==> config.mk <==
export PLATFORM = sky130hd
export DESIGN_NAME = cexp_writer
export DESIGN_NICKNAME = d
export VERILOG_FILES = /design/src/rtl/cexp_pkg.sv /design/src/rtl/cexp_regs.sv /design/src/rtl/cexp_expand.sv /design/src/rtl/cexp_out_stage.sv /design/src/rtl/cexp_writer.sv
export SDC_FILE = /design/constraint.sdc
export NUM_CORES = 1
export LEC_CHECK = 0
export ABC_CLOCK_PERIOD_IN_PS = 1700
export BUFFER_PORTS_ARGS = -buffer_cell sky130_fd_sc_hd__buf_2
export CORE_UTILIZATION = 30
export DETAILED_ROUTE_END_ITERATION = 8
export GPL_ROUTABILITY_DRIVEN = 0
export MAX_ROUTING_LAYER = met4
export PLACE_DENSITY_LB_ADDON = 0.05
export SYNTH_ARGS = -nofsm -noshare
export SYNTH_HDL_FRONTEND = slang
export SYNTH_SLANG_ARGS = --single-unit
export TNS_END_PERCENT = 50
==> constraint.sdc <==
create_clock -name clk_i -period 1.7 [get_ports clk_i]
set_input_delay 0.255 -clock clk_i [delete_from_list [all_inputs] [get_ports clk_i]]
set_output_delay 0.255 -clock clk_i [all_outputs]
set_load 0.03 [all_outputs]
==> src/rtl/cexp_pkg.sv <==
package cexp_pkg;
  localparam int unsigned PIX_BYTES = 4;
  localparam int unsigned LANE_AW   = $clog2(PIX_BYTES);

  localparam logic [1:0] REG_FG   = 2'd0;
  localparam logic [1:0] REG_BG   = 2'd1;
  localparam logic [1:0] REG_CTRL = 2'd2;

  typedef enum logic [1:0] {
    MODE_PASS  = 2'd0,
    MODE_NIB16 = 2'd1,
    MODE_BYTE8 = 2'd2
  } cexp_mode_e;

  function automatic cexp_mode_e decode_mode(input logic [1:0] ctrl);
    if (!ctrl[0])     return MODE_PASS;
    else if (ctrl[1]) return MODE_BYTE8;
    else              return MODE_NIB16;
  endfunction
endpackage

==> src/rtl/cexp_regs.sv <==
module cexp_regs
  import cexp_pkg::*;
(
  input  logic       clk_i,
  input  logic       rst_ni,
  input  logic       we_i,
  input  logic [1:0] addr_i,
  input  logic [7:0] wdata_i,
  output logic [7:0] rdata_o,
  output logic [7:0] fg_o,
  output logic [7:0] bg_o,
  output logic [7:0] ctrl_o
);
  always_ff @(posedge clk_i or negedge rst_ni) begin
    if (!rst_ni) begin
      fg_o   <= '0;
      bg_o   <= '0;
      ctrl_o <= '0;
    end else if (we_i) begin
      case (addr_i)
        REG_FG:   fg_o   <= wdata_i;
        REG_BG:   bg_o   <= wdata_i;
        REG_CTRL: ctrl_o <= wdata_i;
        default:  ;
      endcase
    end
  end

  always_comb begin
    case (addr_i)
      REG_FG:   rdata_o = fg_o;
      REG_BG:   rdata_o = bg_o;
      REG_CTRL: rdata_o = ctrl_o;
      default:  rdata_o = '0;
    endcase
  end
endmodule

==> src/rtl/cexp_expand.sv <==
module cexp_expand
  import cexp_pkg::*;
#(
  parameter int unsigned ADDR_W = 16,
  localparam int unsigned OUT_AW = ADDR_W + LANE_AW,
  localparam int unsigned DW     = 8 * PIX_BYTES
) (
  input  cexp_mode_e          mode_i,
  input  logic [7:0]          fg_i,
  input  logic [7:0]          bg_i,
  input  logic [ADDR_W-1:0]   addr_i,
  input  logic [7:0]          data_i,
  output logic [OUT_AW-1:0]   addr_o,
  output logic [DW-1:0]       data_o,
  output logic [PIX_BYTES-1:0] strb_o
);
  localparam int unsigned NIB_PIX = 2 * PIX_BYTES;

  logic [DW-1:0] nib_word, byte_word, pass_word;
  logic [PIX_BYTES-1:0] pass_strb;
  logic [LANE_AW-1:0] lane;

  assign lane = addr_i[LANE_AW-1:0];

  // pixel k: leftmost = host bit 7; even k in the high nibble of lane k/2
  for (genvar k = 0; k < NIB_PIX; k++) begin : g_nib
    localparam int unsigned POS = 8 * (k / 2) + ((k % 2) != 0 ? 0 : 4);
    assign nib_word[POS +: 4] = data_i[7 - k] ? fg_i[3:0] : bg_i[3:0];
  end

  for (genvar k = 0; k < PIX_BYTES; k++) begin : g_byte
    assign byte_word[8*k +: 8] = data_i[7 - k] ? fg_i : bg_i;
    assign pass_word[8*k +: 8] = data_i;
    assign pass_strb[k]        = (lane == LANE_AW'(k));
  end

  always_comb begin
    case (mode_i)
      MODE_NIB16: begin
        data_o = nib_word;
        strb_o = '1;
        addr_o = {addr_i, {LANE_AW{1'b0}}};
      end
      MODE_BYTE8: begin
        data_o = byte_word;
        strb_o = '1;
        addr_o = {addr_i, {LANE_AW{1'b0}}};
      end
      default: begin
        data_o = pass_word;
        strb_o = pass_strb;
        addr_o = {{LANE_AW{1'b0}}, addr_i[ADDR_W-1:LANE_AW], {LANE_AW{1'b0}}};
      end
    endcase
  end
endmodule

==> src/rtl/cexp_out_stage.sv <==
module cexp_out_stage
  import cexp_pkg::*;
#(
  parameter int unsigned OUT_AW = 18,
  localparam int unsigned DW = 8 * PIX_BYTES
) (
  input  logic                 clk_i,
  input  logic                 rst_ni,
  input  logic                 valid_i,
  input  logic [OUT_AW-1:0]    addr_i,
  input  logic [DW-1:0]        data_i,
  input  logic [PIX_BYTES-1:0] strb_i,
  output logic                 valid_o,
  output logic [OUT_AW-1:0]    addr_o,
  output logic [DW-1:0]        data_o,
  output logic [PIX_BYTES-1:0] strb_o
);
  always_ff @(posedge clk_i or negedge rst_ni) begin
    if (!rst_ni) begin
      valid_o <= 1'b0;
      addr_o  <= '0;
      data_o  <= '0;
      strb_o  <= '0;
    end else begin
      valid_o <= valid_i;
      strb_o  <= valid_i ? strb_i : '0;
      if (valid_i) begin
        addr_o <= addr_i;
        data_o <= data_i;
      end
    end
  end
endmodule

==> src/rtl/cexp_writer.sv <==
module cexp_writer
  import cexp_pkg::*;
#(
  parameter int unsigned ADDR_W = 16,
  localparam int unsigned OUT_AW = ADDR_W + LANE_AW,
  localparam int unsigned DW     = 8 * PIX_BYTES
) (
  input  logic                 clk_i,
  input  logic                 rst_ni,
  input  logic                 reg_we_i,
  input  logic [1:0]           reg_addr_i,
  input  logic [7:0]           reg_wdata_i,
  output logic [7:0]           reg_rdata_o,
  input  logic                 host_we_i,
  input  logic [ADDR_W-1:0]    host_addr_i,
  input  logic [7:0]           host_data_i,
  output logic                 pix_valid_o,
  output logic [OUT_AW-1:0]    pix_addr_o,
  output logic [DW-1:0]        pix_data_o,
  output logic [PIX_BYTES-1:0] pix_strb_o
);
  logic [7:0] fg_q, bg_q, ctrl_q;
  cexp_mode_e mode;
  logic [OUT_AW-1:0]    exp_addr;
  logic [DW-1:0]        exp_data;
  logic [PIX_BYTES-1:0] exp_strb;

  cexp_regs u_regs (
    .clk_i   (clk_i),
    .rst_ni  (rst_ni),
    .we_i    (reg_we_i),
    .addr_i  (reg_addr_i),
    .wdata_i (reg_wdata_i),
    .rdata_o (reg_rdata_o),
    .fg_o    (fg_q),
    .bg_o    (bg_q),
    .ctrl_o  (ctrl_q)
  );

  assign mode = decode_mode(ctrl_q[1:0]);

  cexp_expand #(.ADDR_W(ADDR_W)) u_expand (
    .mode_i (mode),
    .fg_i   (fg_q),
    .bg_i   (bg_q),
    .addr_i (host_addr_i),
    .data_i (host_data_i),
    .addr_o (exp_addr),
    .data_o (exp_data),
    .strb_o (exp_strb)
  );

  cexp_out_stage #(.OUT_AW(OUT_AW)) u_out (
    .clk_i   (clk_i),
    .rst_ni  (rst_ni),
    .valid_i (host_we_i),
    .addr_i  (exp_addr),
    .data_i  (exp_data),
    .strb_i  (exp_strb),
    .valid_o (pix_valid_o),
    .addr_o  (pix_addr_o),
    .data_o  (pix_data_o),
    .strb_o  (pix_strb_o)
  );
endmodule

# Word-level counts from Yosys, hierarchy flattened
# Cells that the tools add are included.
[classes]
n_eq_ne = 7
n_reduce_logical = 6
muxes = 19
[ops]
columns = ["op", "n"]
rows = [
  ["32-bit case mux with 2 select lines", 1],
  ["4-bit two-way mux", 10],
  ["8-bit two-way mux", 4],
  ["8-bit case mux with 3 select lines", 1],
  ["18-bit two-way mux", 1],
  ["2-bit equality test (second input constant)", 4],
  ["2-bit by 1-bit equality test with 1-bit output (second input constant)", 3],
  ["2-bit AND reduction", 3],
  ["2-bit zero test", 2],
  ["2-bit two-way mux", 2],
  ["2-bit OR reduction", 1],
]
[word_totals]
regBits = 79
elab_cells = 39
in_bits = 38

# Depth between registers and ports, before layout
[logic_depth]
ltp_word = 6
ltp_mapped = 5

# Cells and area by module
# A second synthesis with hierarchy kept.
[hier_totals]
cells_unflattened = 361
hier_area_um2 = 4652.0
[by_module_without_submodules]
columns = ["module", "cells_each", "instances", "seq_area_each_um2", "area_per_inst_um2"]
rows = [
  ["cexp_out_stage", 115, 1, 1376.3, 2239.6],
  ["cexp_expand", 173, 1, 0.0, 1303.8],
  ["cexp_regs", 71, 1, 600.6, 1092.3],
  ["cexp_writer", 2, 1, 0.0, 16.3],
]

# Worst setup path after synthesis
# No wires, ideal clock.
[synth_path]
path_kind = "flip-flop to output port"
from = "reg u_regs.ctrl_o[1]"
to = "out reg_rdata_o[1]"
setup_slack_ns = -0.022
t_required_ns = 1.445
stages_incl_launch_ff = 5
t_arrival_ns = 1.467
cell_sequence = "dfrtp_1 buf_6 buf_2 mux2i_1 o21ai_0"
[synth_between]
elab_chain_cells = 1
[synth_lines]
columns = ["item", "line", "text"]
rows = [
  ["from (decl)", "cexp_regs.sv:12", "output logic [7:0] ctrl_o"],
  ["from (signal assigned)", "cexp_regs.sv:23", "REG_CTRL: ctrl_o <= wdata_i;"],
  ["8-bit case mux with 3 select lines", "cexp_regs.sv:30", "case (addr_i)"],
  ["to (decl)", "cexp_writer.sv:13", "output logic [7:0] reg_rdata_o,"],
]
# No other way between the ends.

# Worst setup path after layout
[layout_path]
from = "reg u_regs.fg_o[0]"
to = "out reg_rdata_o[0]"
[layout_between]
elab_chain_cells = 1
[layout_lines]
columns = ["item", "line", "text"]
rows = [
  ["from (decl)", "cexp_regs.sv:10", "output logic [7:0] fg_o,"],
  ["from (signal assigned)", "cexp_regs.sv:21", "REG_FG: fg_o <= wdata_i;"],
  ["8-bit case mux with 3 select lines", "cexp_regs.sv:30", ""],
]
# No other way between the ends.

==> results.toml <==
[critical_path]
critPathMaxFanout = 10
startpoint = "u_regs.fg_o[0]"
r2r_end = "u_out.data_o[6]"
start_kind = "flop"
crit_path_end_kind = "output pin"
rrSetupSlack_ns = 0.17
required_ns = 1.44
reg2reg_depth = 5
arrival_ns = 1.36
critPathKind = "reg2out"
regToRegStartpoint = "u_regs.ctrl_o[1]"

[finish]
fillCellCount = 1362
final_core_util_pct = 38.7
final_cell_mix = "97 x buf_2, 70 x dfrtp_1, 61 x mux2i_1"
final_cell_area_sq_um = 5160
fin_cells = 647
area_growth_pct = 24.6
drive_gt1_share_pct = 39.7
finalNetCount = 505
layout_commonest_cell = "buf_2"
diodes = 0

[grt]
grt_pass1_wl_um = 18100
grtUsageTotal_pct = 17.3
use_met2_pct = 25.7
grt_pass1_vias = 3162
antenna_found_initial = 0
busiest_layer = "met2"
grt_overflow = 0
grt_use_met3_pct = 4.09
met1_usage_pct = 23.4
grt_max_degree = 37

[clocking]
cts_buffer_depth = 2
root_buffer = "clkbuf_16"
post_cts_buffers = 0
cts_buffers = 9
clk_pin_slew_ns = 0.06
htree_num_levels = 3
cts_tree = "yes"
clk_latency_ns = 0.34
numClockSinks = 77

[place]
port_buffers = 98
dp_cells = 631
place_area_sq_um = 4850
dp_hpwl_um = 8120

[sta]
slew_viol_final = 0
tns_ns = 0
clock_skew_ns = 0.00761
worst_slew_pin_slew_ns = 0.489
hold_violations = 0
relSlewSlack_pct = 67.0
whs_ns = 0.180
setup_viol = 0
fmax_mhz = 619
post-route-period-util_pct = 95.0
rsz0062_at_grt = "no"
post-route-min-period_ns = 1.62

[logic_synthesis]
netlist_instances = 373
yosysSeqAreaShare_pct = 46.5
ys_warn_count = 0
syn_avg_cell_area_sq_um = 11.1
yosysUniqueCellTypes = 33
synth_area_sq_um = 4140
ys_seq_elements = 77

[route]
drt_iter0_markers = 121
wl_per_cell_um = 17.3
vias = 3124
via_per_inst = 4.83
drt-total-wl_um = 11200
firstDrtPassIters = 4
ant_nets = 0
route.detailed.drc = 0

[power_and_ir_drop]
vdd_ir_drop_max_v = 0.000448
p_leak_nw = 2.41
p_per_area_nw_per_um2 = 1280

[die]
die_w_um = 120
dieArea_sq_um = 14300
core_area_sq_um = 13300
rows = 42
num_io_pins = 101
initial_utilization_pct = 31.0
die_h_um = 120

[worst_hold_path]
hold-path-endpoint = "u_out.addr_o[17]"
hp-start = "host_addr_i[15]"
hp-class = "in2reg"
hold_path_depth = 3

[run_status]
status = "finished, final reports clean"

[flow_run]
max-cap-violations = 0
[stage by stage]
step,worst slack (ns),total power [W]
after floorplan,0.0341,0.00401
after global routing,0.0148,0.00696
after CTS,0.0245,0.00669
final,0.0847,0.00659
after global placement,0.211,0.00472
after detailed placement,0.182,0.00473
[layer usage]
metal  part of all wire, %  vias up
met5                     0        -
met2                    46       60
met1                    49     1534
met4                   1.4        0
li1                      -     1517
met3                   3.6       13
[state kept, by name (all words and copies together) (netlist names)]
register / count
u_regs.fg_o: 8
u_out.addr_o: 16
u_out.data_o: 32
u_out.strb_o: 4
u_regs.bg_o: 8
u_out.valid_o: 1
u_regs.ctrl_o: 8
[logic make-up (layout without fill, tap and decap cells)]
logic type | after synthesis | in the layout | share of synthesized area, %
AO/OA/AOI/OAI | 83 | 83 | 12.2
other | 1 | 2 | 0.0905
flip-flops | 77 | 77 | 46.5
AND/OR/NAND/NOR | 54 | 54 | 6.76
multiplexers | 103 | 103 | 28.0
buffers and inverters | 55 | 152 | 6.43
[synthesized netlist by cell type]
| cell type | count | area [sq um] |
|---|---|---|
| nand3_1 | 7 | 35.0 |
| inv_2 | 1 | 3.75 |
| o221ai_1 | 16 | 140 |
| buf_6 | 2 | 22.5 |
| mux2i_4 | 4 | 90.1 |
| inv_1 | 18 | 67.6 |
| o21ai_0 | 28 | 140 |
| or3b_2 | 4 | 35.0 |
| clkbuf_1 | 12 | 45.0 |
| o32a_1 | 1 | 10.0 |
| mux2_2 | 35 | 394 |
| nand3b_1 | 1 | 7.51 |
| nand2b_1 | 2 | 12.5 |
| nand2_1 | 12 | 45.0 |
| buf_4 | 7 | 52.6 |
| mux4_2 | 3 | 67.6 |
| o21a_1 | 1 | 7.51 |
| nor3b_4 | 1 | 18.8 |
| conb_1 | 1 | 3.75 |
| nor2b_1 | 3 | 18.8 |
| dfrtp_1 | 77 | 1930 |
| or4b_1 | 1 | 10.0 |
| nor2_1 | 19 | 71.3 |
| clkbuf_2 | 1 | 5.00 |
| and3b_1 | 1 | 8.76 |
| a21oi_1 | 29 | 145 |
| a21boi_0 | 7 | 52.6 |
| and2_1 | 1 | 6.26 |
| nor3_1 | 1 | 5.00 |
| nand2_2 | 1 | 6.26 |
| a41oi_1 | 1 | 8.76 |
| buf_2 | 14 | 70.1 |
| mux2i_1 | 61 | 611 |
[worst max-delay path by stage]
stage                       endpoint  slack (ns)  cells past startpoint
CTS                   reg_rdata_o[3]        0.02                      3
global placement      reg_rdata_o[7]        0.21                      6
global route          reg_rdata_o[7]        0.01                      3
floorplan             reg_rdata_o[0]        0.03                      4
detailed placement  u_out.data_o[29]        0.18                      4
finish                reg_rdata_o[0]        0.08                      3
[worst max-delay path, stage by stage (launching register included)]
cell and delay [ns]:
dfrtp_2 0.48, mux2i_1 0.10, o21ai_0 0.20, buf_2 0.23
[where the power goes]
part	internal, W	switching, W	total (W)	leakage, nW
clock network	0.00118	0.000730	0.00191	0.148
registers	0.00219	0.000346	0.00254	0.897
logic	0.000846	0.00129	0.00214	1.36
total	0.00422	0.00237	0.00659	2.41
[layout make-up]
type,instances,area [sq um],share of cell area (%)
tap,176,220,4.27
sequential,77,1940,37.5
timing repair buffer,118,683,13.2
clock buffer,15,298,5.77
inverter,19,71.3,1.38
multi-input combinational,242,1950,37.9
[repair_timing]
action	CTS	global route
gates cloned	0	0
hold buffers	1	0
endpoints found under the setup margin	3	3
hold endpoints to repair	31	0
resized for setup	4	3
Power figures use the tool's default switching activity.
